## src/rtl/lpi_rx_pkg.sv

```systemverilog
package lpi_rx_pkg;
  typedef enum logic [2:0] {
    ST_ACTIVE = 3'd0,
    ST_SLEEP  = 3'd1,
    ST_QUIET  = 3'd2,
    ST_WAKE   = 3'd3,
    ST_WFAULT = 3'd4,
    ST_LFAIL  = 3'd5,
    ST_FASTW  = 3'd6
  } lpi_state_e;

  localparam logic [1:0] BK_DATA = 2'd0;
  localparam logic [1:0] BK_IDLE = 2'd1;
  localparam logic [1:0] BK_LPI  = 2'd2;
  localparam logic [1:0] BK_ERR  = 2'd3;

  localparam logic [7:0] DC_SLEEP = 8'd255;
  localparam logic [7:0] DC_LAST  = 8'd1;

  localparam int unsigned N_TMR = 3;
  localparam int unsigned T_QUIET = 0;
  localparam int unsigned T_WAKE  = 1;
  localparam int unsigned T_WFLT  = 2;
endpackage

```

## src/rtl/lpi_rx_timer.sv

```systemverilog
module lpi_rx_timer #(
  parameter int unsigned LEN = 16
) (
  input  logic clk,
  input  logic rst_n,
  input  logic start,
  output logic running,
  output logic done
);
  localparam int unsigned CW = (LEN > 1) ? $clog2(LEN) : 1;

  logic [CW-1:0] cnt;
  logic          run;

  // Load with LEN-1 and count down; done is the single cycle at zero.
  always_ff @(posedge clk or negedge rst_n) begin
    if (!rst_n) begin
      cnt <= '0;
      run <= 1'b0;
    end else if (start) begin
      cnt <= CW'(LEN - 1);
      run <= 1'b1;
    end else if (run) begin
      if (cnt == '0) run <= 1'b0;
      else           cnt <= cnt - 1'b1;
    end
  end

  assign running = run;
  assign done    = run && (cnt == '0);
endmodule

```

## src/rtl/lpi_rx_fsm.sv

```systemverilog
module lpi_rx_fsm
  import lpi_rx_pkg::*;
(
  input  lpi_state_e cur,
  input  logic       fw_en,
  input  logic       align_ok,
  input  logic [1:0] bkind,
  input  logic [7:0] dcount,
  input  logic       energy,
  input  logic       tq_run,
  input  logic       tq_done,
  input  logic       tw_done,
  input  logic       wf_done,
  output lpi_state_e nxt
);
  logic is_lpi, last_mark, sleep_mark;

  assign is_lpi     = (bkind == BK_LPI);
  assign last_mark  = (dcount == DC_LAST);
  assign sleep_mark = (dcount == DC_SLEEP);

  always_comb begin
    nxt = cur;
    unique case (cur)
      ST_ACTIVE: begin
        if (fw_en && is_lpi)                             nxt = ST_FASTW;
        else if (!fw_en && align_ok && is_lpi && sleep_mark) nxt = ST_SLEEP;
      end
      ST_SLEEP: begin
        if (!align_ok && tq_run && !tq_done)             nxt = ST_QUIET;
        else if (!align_ok)                              nxt = ST_LFAIL;
        else if (!is_lpi && last_mark)                   nxt = ST_ACTIVE;
        else if (is_lpi && !sleep_mark)                  nxt = ST_WAKE;
      end
      ST_QUIET: begin
        if (energy)       nxt = ST_WAKE;
        else if (tq_done) nxt = ST_LFAIL;
      end
      ST_WAKE: begin
        if (align_ok && bkind == BK_IDLE && last_mark)   nxt = ST_ACTIVE;
        else if (align_ok && is_lpi && sleep_mark)       nxt = ST_SLEEP;
        else if (tw_done)                                nxt = ST_WFAULT;
      end
      ST_WFAULT: if (wf_done) nxt = ST_ACTIVE;
      ST_LFAIL:  nxt = ST_ACTIVE;
      ST_FASTW:  if (!is_lpi) nxt = ST_ACTIVE;
      default:   nxt = ST_ACTIVE;
    endcase
  end
endmodule

```

## src/rtl/lpi_rx_ctrl.sv

```systemverilog
module lpi_rx_ctrl
  import lpi_rx_pkg::*;
#(
  parameter int unsigned TQ_LEN  = 64,
  parameter int unsigned TW_LEN  = 16,
  parameter int unsigned TWF_LEN = 24,
  parameter int unsigned CNT_W   = 8
) (
  input  logic             clk,
  input  logic             rst_n,
  input  logic             fast_wake_en,
  input  logic [1:0]       blk_kind,
  input  logic             align_ok,
  input  logic             blk_lock_in,
  input  logic [7:0]       down_count,
  input  logic             energy_det,
  output logic             lpi_active,
  output logic             rx_mode,
  output logic             blk_lock_out,
  output logic             align_out,
  output logic [CNT_W-1:0] wake_err_cnt
);
  function automatic int unsigned tmr_len(int unsigned idx);
    case (idx)
      T_QUIET: return TQ_LEN;
      T_WAKE:  return TW_LEN;
      default: return TWF_LEN;
    endcase
  endfunction

  function automatic lpi_state_e tmr_state(int unsigned idx);
    case (idx)
      T_QUIET: return ST_SLEEP;
      T_WAKE:  return ST_WAKE;
      default: return ST_WFAULT;
    endcase
  endfunction

  lpi_state_e st_q, st_d;
  logic [N_TMR-1:0] t_start, t_run, t_done;

  for (genvar g = 0; g < N_TMR; g++) begin : g_tmr
    assign t_start[g] = (st_d == tmr_state(g)) && (st_q != tmr_state(g));
    lpi_rx_timer #(.LEN(tmr_len(g))) u_tmr (
      .clk     (clk),
      .rst_n   (rst_n),
      .start   (t_start[g]),
      .running (t_run[g]),
      .done    (t_done[g])
    );
  end

  lpi_rx_fsm u_fsm (
    .cur      (st_q),
    .fw_en    (fast_wake_en),
    .align_ok (align_ok),
    .bkind    (blk_kind),
    .dcount   (down_count),
    .energy   (energy_det),
    .tq_run   (t_run[T_QUIET]),
    .tq_done  (t_done[T_QUIET]),
    .tw_done  (t_done[T_WAKE]),
    .wf_done  (t_done[T_WFLT]),
    .nxt      (st_d)
  );

  always_ff @(posedge clk or negedge rst_n) begin
    if (!rst_n) st_q <= ST_ACTIVE;
    else        st_q <= st_d;
  end

  // Outputs are variables set by the state being entered; others hold.
  always_ff @(posedge clk or negedge rst_n) begin
    if (!rst_n) begin
      lpi_active   <= 1'b0;
      rx_mode      <= 1'b0;
      blk_lock_out <= 1'b0;
      align_out    <= 1'b0;
    end else begin
      unique case (st_d)
        ST_ACTIVE: begin
          lpi_active   <= 1'b0;
          rx_mode      <= 1'b0;
          blk_lock_out <= blk_lock_in;
          align_out    <= align_ok;
        end
        ST_SLEEP, ST_FASTW: lpi_active <= 1'b1;
        ST_QUIET:           rx_mode    <= 1'b1;
        ST_WAKE:            rx_mode    <= 1'b0;
        ST_LFAIL:           blk_lock_out <= 1'b0;
        default: ;
      endcase
    end
  end

  always_ff @(posedge clk or negedge rst_n) begin
    if (!rst_n)
      wake_err_cnt <= '0;
    else if (t_start[T_WFLT] && (wake_err_cnt != '1))
      wake_err_cnt <= wake_err_cnt + 1'b1;
  end
endmodule

```

## config.mk

```make
export PLATFORM = sky130hd
export DESIGN_NAME = lpi_rx_ctrl
export DESIGN_NICKNAME = d
export VERILOG_FILES = /design/src/rtl/lpi_rx_pkg.sv /design/src/rtl/lpi_rx_timer.sv /design/src/rtl/lpi_rx_fsm.sv /design/src/rtl/lpi_rx_ctrl.sv
export SDC_FILE = /design/constraint.sdc
export NUM_CORES = 1
export LEC_CHECK = 0
export ABC_AREA = 1
export ABC_CLOCK_PERIOD_IN_PS = 3000
export CORE_ASPECT_RATIO = 2
export CORE_MARGIN = 1
export CORE_UTILIZATION = 49
export CTS_CLUSTER_SIZE = 8
export DETAILED_ROUTE_END_ITERATION = 7
export DONT_BUFFER_PORTS = 1
export PLACE_DENSITY = 0.65
export SETUP_SLACK_MARGIN = 0.4
export SLEW_MARGIN = 10
export SYNTH_ARGS = -nofsm -noshare
export SYNTH_HDL_FRONTEND = slang
export SYNTH_SLANG_ARGS = --single-unit
```

## constraint.sdc

```tcl
create_clock -name clk -period 3 [get_ports clk]
set_input_delay 0.3 -clock clk [delete_from_list [all_inputs] [get_ports clk]]
set_output_delay 0.3 -clock clk [all_outputs]
set_load 0.02 [all_outputs]
```

==> qor.csv, run 1 <==
stage,metric,value,unit
outcome,status,"finished, final reports clean",
clock_tree,CTS clock-pin slew for the worst setup and hold paths,70,ps
synth,Syn Std Cell Area,1983,µm²
place,DP Wirelength,3.046,mm
floorplan,DIE AREA,4321,µm²
clock_tree,post-cts gate resize count,0,
worst_setup_path,Critical Path AT,1960,ps
worst_setup_path,CP Capture Type,flop,
synth,syn nets,276,
synth,cells after synthesis,253,
worst_setup_path,Crit path max-delay family,simple AND/OR/NAND/NOR gates,
timing,FMAX,0.5555,GHz
synth,syn_area_per_cell,7.839,µm²
synth,post-synth cell types,28,
clock_tree,Clock Path Buffers,2,
floorplan,Die X,46.99,µm
finish,share of cells above drive strength 1,12.17,%
power,clock network fraction of total power,18.5,%
place,gpl congestion,0.7984,
finish,Nets,285,
worst_setup_path,RR Startpoint,g_tmr[0].u_tmr.cnt[0],
power,Tot Pwr,1.991,mW
power,Cell Int Power,1.136,mW
global_route,largest net degree at the start of global routing,34,
floorplan,row count,32,
worst_setup_path,CP max FO,7,
worst_setup_path,Crit-path slowest cell,dfrtp_1,
worst_setup_path,CP Class,reg -> reg,
power,Switching Power,0.8548,mW
global_route,vias in the first global route,1664,
clock_tree,TritonCTS Buffers,5,
synth,synthesized flop and latch total,33,
worst_setup_path,Critical Path Start Type,flop,
worst_setup_path,Bufs and invs on worst path,1,
floorplan,# IOs,28,
worst_setup_path,crit path from,g_tmr[0].u_tmr.cnt[0],
timing,Final setup viols,0,
timing,TNS Setup,0,ps
worst_hold_path,hold_sp,blk_lock_in,
global_route,global-route wire length before repair,6.720,mm
place,placed insts,304,
worst_setup_path,"Largest stage delay, worst path",380,ps
power,Comb pwr share,42.6,%
detailed_routing,drt pass-1 iters,4,
timing,RSZ-0062 raised after global routing,no,
detailed_routing,wire length per cell,12.45,µm
worst_setup_path,"Req. time, crit path",3160,ps
clock_tree,"Clk Latency, worst-skew pair",280,ps
power,maximum VDD drop,766.9,µV
timing,Tmin final,1800,ps
finish,ant diodes,0,
floorplan,core box area,3844,µm²
finish,"Cell Count, Final, Fillers Out",314,
detailed_routing,DR iter-0 viols,25,
finish,area grow syn2layout,9.842,%
power,leakage,1.154,nW
timing,Worst Max-Slew Pin Slew,341.5,ps
power,switching share of power,42.94,%
flow_run,Max-cap violations,0,
floorplan,die height,91.97,µm
power,pwr/cell area,913.9,nW/µm²
timing,clock skew,3.627,ps
worst_setup_path,crit-path cells,"inv_1, ha_1, nand3_1, nor2_1, nand3_1, nand2_1, nand3_2, a21oi_4, nand3_2, nand2_1, nand3_1",
timing,Final Hold Viols,0,
detailed_routing,vias post-DR,1601,
detailed_routing,post-route DRC violation count,0,
detailed_routing,Post-Route WL,3.910,mm
worst_setup_path,most frequent CP cell,nand3_1,
timing,count of final max-slew check failures,0,
clock_tree,CTS tree,yes,
floorplan,Initial Utilization,51.60,%
clock_tree,H-tree levels,2,
clock_tree,CTS sink cnt,33,
power,power share of the sequential group,38.9,%
place,IO buf count,0,
global_route,all-layer global routing usage,21.65,%
synth,sequential area share after synthesis,41.64,%
timing,relative slew slack,77.24,%
timing,Final period util,60.00,%
global_route,antenna violations before repair,0,
detailed_routing,drt via density,5.099,
synth,yosys warns,0,
detailed_routing,post-route ant nets,0,
global_route,GR Overflow Total,0,
worst_hold_path,HP Class,in -> reg,
clock_tree,clock root cell,clkbuf_8,
## cells by family after synthesis
| logic type | share of synthesized area, % |
|---|---|
| compound gates | 3.848 |
| xor+xnor | 4.858 |
| fa+ha+maj | 4.416 |
| buf+inv | 7.003 |
| flops | 41.64 |
| mux | 0.5678 |
| simple gates | 37.67 |
## Yosys cell counts
cell | number | area, µm²
dfrtp_1 | 33 | 825.8
nand2_1 | 68 | 255.2
a21oi_1 | 3 | 15.01
xnor2_1 | 4 | 35.03
nand3_1 | 29 | 145.1
and2_1 | 1 | 6.260
nand4_1 | 4 | 25.02
o211ai_1 | 1 | 7.510
a31oi_1 | 2 | 12.51
nor3_2 | 1 | 10.01
nand3b_4 | 1 | 20.02
xor2_1 | 7 | 61.31
o21ai_1 | 1 | 5.000
nor2_2 | 3 | 18.77
nand3b_1 | 2 | 15.01
a21oi_4 | 1 | 16.27
mux2_2 | 1 | 11.26
o21ai_0 | 4 | 20.02
nand3_2 | 5 | 50.05
nand2_2 | 3 | 18.77
nor2_1 | 26 | 97.59
or2_2 | 1 | 6.260
nor3_1 | 5 | 25.02
inv_1 | 33 | 123.9
nand4_4 | 2 | 42.54
inv_2 | 4 | 15.01
ha_1 | 7 | 87.58
nor2_4 | 1 | 11.26
## final cells by class
class,instances,area [µm²]
clock buffers,7,96.34
clock inverters,1,5.005
fillers,380,1665
inverters,37,138.9
multi-input cells,183,1018
flip-flops and latches,33,825.8
well taps,51,63.81
repair buffers,2,30.03
## routing by layer
layer  GRT usage, %  wire, µm
met1          22.56      1519
met2          37.04      2149
met3          5.118       151
met4          11.67        89
met5              0         0
## worst paths after layout
path,cells after the start,slack [ps],to
worst max register to register,11,1200,lpi_active
worst min register to register,2,500,g_tmr[0].u_tmr.cnt[0]
worst max-delay path,11,1200,lpi_active
min in group asynchronous,2,460,st_q[2]
worst min-delay path,2,170,blk_lock_out
max in group asynchronous,2,2360,g_tmr[2].u_tmr.cnt[0]
## per-stage QoR
| stage | cell area, µm² | hold WS, ps | utilization [%] | worst slack, ps |
|---|---|---|---|---|
| detailed placement | 2047 | 4.785 | 53.26 | 1183 |
| global route | 2178 | 184.5 | 56.67 | 869.4 |
| finish | 2178 | 168.1 | 56.67 | 1200 |
| global placement | 2047 | 4.964 | 53.26 | 1207 |
| CTS | 2178 | 162.6 | 56.67 | 1183 |
| floorplan | 1983 | 4.409 | - | 1361 |
## cells in the final DEF (no fill, tap or decap), types with 2 or more instances in the layout
cell / count
a21oi_1: 3
a31oi_1: 2
clkbuf_8: 7
dfrtp_1: 33
ha_1: 7
inv_1: 33
inv_2: 4
nand2_1: 68
nand2_2: 3
nand3_1: 29
nand3_2: 5
nand3b_1: 2
nand4_1: 4
nand4_4: 2
nor2_1: 26
nor2_2: 3
nor3_1: 5
o21ai_0: 4
xnor2_1: 4
xor2_1: 7
## power groups by stage
stage                     Sequential, mW  Combinational [mW]  Clock, mW
after floorplan                    0.751               0.701          0
after global placement             0.777               0.828          0
after detailed placement           0.781               0.839          0
after CTS                          0.773               0.859      0.377
after global routing               0.792                1.00      0.389
final                              0.774               0.848      0.369
## flip-flops by register name (all words and copies together), names as in the netlist
register	cells
g_tmr.u_tmr.cnt	15
rx_mode	1
lpi_active	1
blk_lock_out	1
st_q	3
wake_err_cnt	8
g_tmr.u_tmr.running	3
align_out	1
## timing repair
action                     in CTS  in global routing
hold endpoints to repair       33                  0
hold buffers                    2                  0
setup buffers                   0                  0
setup endpoints to repair       0                  0
Power figures use the tool's default switching activity.
==> run 2, diff against run 1 <==
--- a/config.mk
+++ b/config.mk
@@ -6,14 +6,14 @@
 export NUM_CORES = 1
 export LEC_CHECK = 0
 export ABC_AREA = 1
-export ABC_CLOCK_PERIOD_IN_PS = 3000
+export ABC_CLOCK_PERIOD_IN_PS = 1600
 export CORE_ASPECT_RATIO = 2
 export CORE_MARGIN = 1
 export CORE_UTILIZATION = 49
 export CTS_CLUSTER_SIZE = 8
 export DETAILED_ROUTE_END_ITERATION = 7
 export DONT_BUFFER_PORTS = 1
-export PLACE_DENSITY = 0.65
+export PLACE_DENSITY = 0.67
 export SETUP_SLACK_MARGIN = 0.4
 export SLEW_MARGIN = 10
 export SYNTH_ARGS = -nofsm -noshare
==> constraint.sdc (replaced) <==
create_clock -name clk -period 1.6 [get_ports clk]
set_input_delay 0.16 -clock clk [delete_from_list [all_inputs] [get_ports clk]]
set_output_delay 0.16 -clock clk [all_outputs]
set_load 0.02 [all_outputs]
==> qor.csv, run 2 (synthesis gave the netlist of run 1 again) <==
stage,metric,value,unit
worst_setup_path,Critical Path AT,1900,ps
global_route,GR Overflow Total,0,
global_route,all-layer global routing usage,26.32,%
finish,Top reg by flops,g_tmr.u_tmr.cnt,
timing,relative slew slack,81.37,%
detailed_routing,post-route ant nets,0,
global_route,antenna violations before repair,0,
worst_setup_path,CP Capture Type,flop,
clock_tree,CTS clock-pin slew for the worst setup and hold paths,70,ps
floorplan,Initial Utilization,51.60,%
global_route,global-route wire length before repair,8.107,mm
timing,RSZ-0062 raised after global routing,yes,
place,placed insts,340,
clock_tree,Clock Path Buffers,2,
power,pwr/cell area,1705,nW/µm²
clock_tree,TritonCTS Buffers,5,
finish,Filler cells,284,
global_route,largest net degree at the start of global routing,34,
flow_run,Max-cap violations,0,
finish,Final Core Density,77.90,%
clock_tree,H-tree levels,2,
worst_setup_path,CP max FO,6,
clock_tree,"Clk Latency, worst-skew pair",280,ps
outcome,failing checks,setup timing,
timing,Final period util,108.1,%
timing,Final setup viols,17,
global_route,vias in the first global route,1927,
detailed_routing,wire length per cell,14.03,µm
floorplan,DIE AREA,4321,µm²
finish,most frequent cells in the layout,"nand2_1, buf_4, dfrtp_1",
worst_setup_path,crit-path cells,"inv_1, nand3_1, nor2_1, nor2_2, nand2_1, nor2_2, nand2_2, nor2_4, nand3_2, nand2_1, nand3_1",
finish,Nets,346,
finish,ant diodes,0,
timing,Final Hold Viols,0,
worst_setup_path,CP Class,reg -> reg,
floorplan,# IOs,28,
detailed_routing,Post-Route WL,5.262,mm
power,maximum VDD drop,1303,µV
floorplan,row count,32,
floorplan,die height,91.97,µm
floorplan,core box area,3844,µm²
worst_setup_path,Crit-path slowest cell,dfrtp_1,
finish,"Cell Count, Final, Fillers Out",375,
worst_setup_path,"Req. time, crit path",1770,ps
timing,Tmin final,1730,ps
outcome,status,finished with violations,
worst_hold_path,HP Class,in -> reg,
place,IO buf count,0,
finish,biggest regs,"g_tmr.u_tmr.cnt x15, wake_err_cnt x8",
timing,Worst Max-Slew Pin Slew,278.6,ps
timing,TNS Setup,-1472,ps
timing,clock skew,7.273,ps
timing,FMAX,0.5779,GHz
power,leakage,1.515,nW
worst_setup_path,Critical Path Start Type,flop,
detailed_routing,drt pass-1 iters,4,
clock_tree,CTS tree,yes,
place,gpl congestion,0.8307,
clock_tree,clock root cell,clkbuf_8,
detailed_routing,drt via density,5.064,
clock_tree,CTS sink cnt,33,
detailed_routing,vias post-DR,1899,
worst_setup_path,Crit path max-delay family,simple AND/OR/NAND/NOR gates,
finish,area grow syn2layout,50.98,%
floorplan,Die X,46.99,µm
timing,fin worst setup slack,-130.3,ps
finish,"commonest non-fill, non-tap cell in the layout",nand2_1,
worst_setup_path,"Largest stage delay, worst path",430,ps
timing,count of final max-slew check failures,0,
finish,share of cells above drive strength 1,45.99,%
place,DP Wirelength,3.527,mm
detailed_routing,DR iter-0 viols,32,
detailed_routing,post-route DRC violation count,0,
finish,max reg flops,15,
worst_setup_path,Bufs and invs on worst path,1,
[run 2: cell count changes in the layout (fill, tap and decap cells not counted), sizes merged]
cell | before | now
clkinv | 1 | 0
clkbuf | 7 | 8
buf | 1 | 62
[run 2: worst register-to-register path: cells and delay by family, from the launching register on]
| family | cells | cell delay (ps) |
|---|---|---|
| AND/OR/NAND/NOR | 10 | 1090 |
| flip-flops | 1 | 430 |
| buffers and inverters | 1 | 110 |
[run 2: timing repair]
item | 4_1_cts | 5_1_grt
pin swaps | 13 | 6
buffers inserted | 16 | 9
endpoints found under the setup margin | 33 | 33
hold endpoints to repair | 33 | 0
hold buffers | 2 | 0
resized for setup | 42 | 17
[run 2: metrics by stage]
stage	cell area [µm²]	power (mW)	hold slack, ps	setup WS, ps
after global routing	2994	5.454	32.03	-267.3
after CTS	2854	4.871	25.99	-121.7
after global placement	2451	3.660	-134.9	-118.0
final	2994	5.106	32.69	-130.3
after detailed placement	2451	3.740	-134.9	-140.1
after floorplan	2117	2.922	-135.6	10.47
[run 2: path summary, 6_finish.rpt]
path | startpoint | endpoint | slack, ps | depth (start not counted)
min in group asynchronous | rst_n | g_tmr[2].u_tmr.cnt[3] | 330 | 2
setup / recovery | st_q[0] | lpi_active | -130 | 11
setup reg to reg | st_q[0] | lpi_active | -130 | 11
hold / removal | blk_lock_in | blk_lock_out | 30 | 2
hold reg to reg | g_tmr[0].u_tmr.cnt[2] | g_tmr[0].u_tmr.cnt[2] | 500 | 2
max in group asynchronous | rst_n | wake_err_cnt[0] | 1070 | 2
[run 2: per-layer routing]
metal / track usage [%] / share of wire [%] / vias up
met2: 47.11 / 58 / 32
met1: 28.11 / 37 / 907
met4: 11.67 / 3.3 / 0
li1: - / - / 945
met5: 0 / 0 / -
met3: 3.740 / 2.4 / 15
[run 2: report_power, final]
group          switching (mW)  internal (mW)  total (mW)
sequential              0.301           1.16        1.46
combinational            1.59           1.41        3.00
clock                   0.297          0.351       0.647
[run 2: layout make-up]
class                           instances  area, µm²  area share (%)
Multi-Input combinational cell        183       1324           44.21
Clock buffer                            8      90.09           3.009
Timing Repair Buffer                   63      536.8           17.93
Inverter                               37      148.9           4.973
Tap cell                               51      63.81           2.131
Sequential cell                        33      830.8           27.75
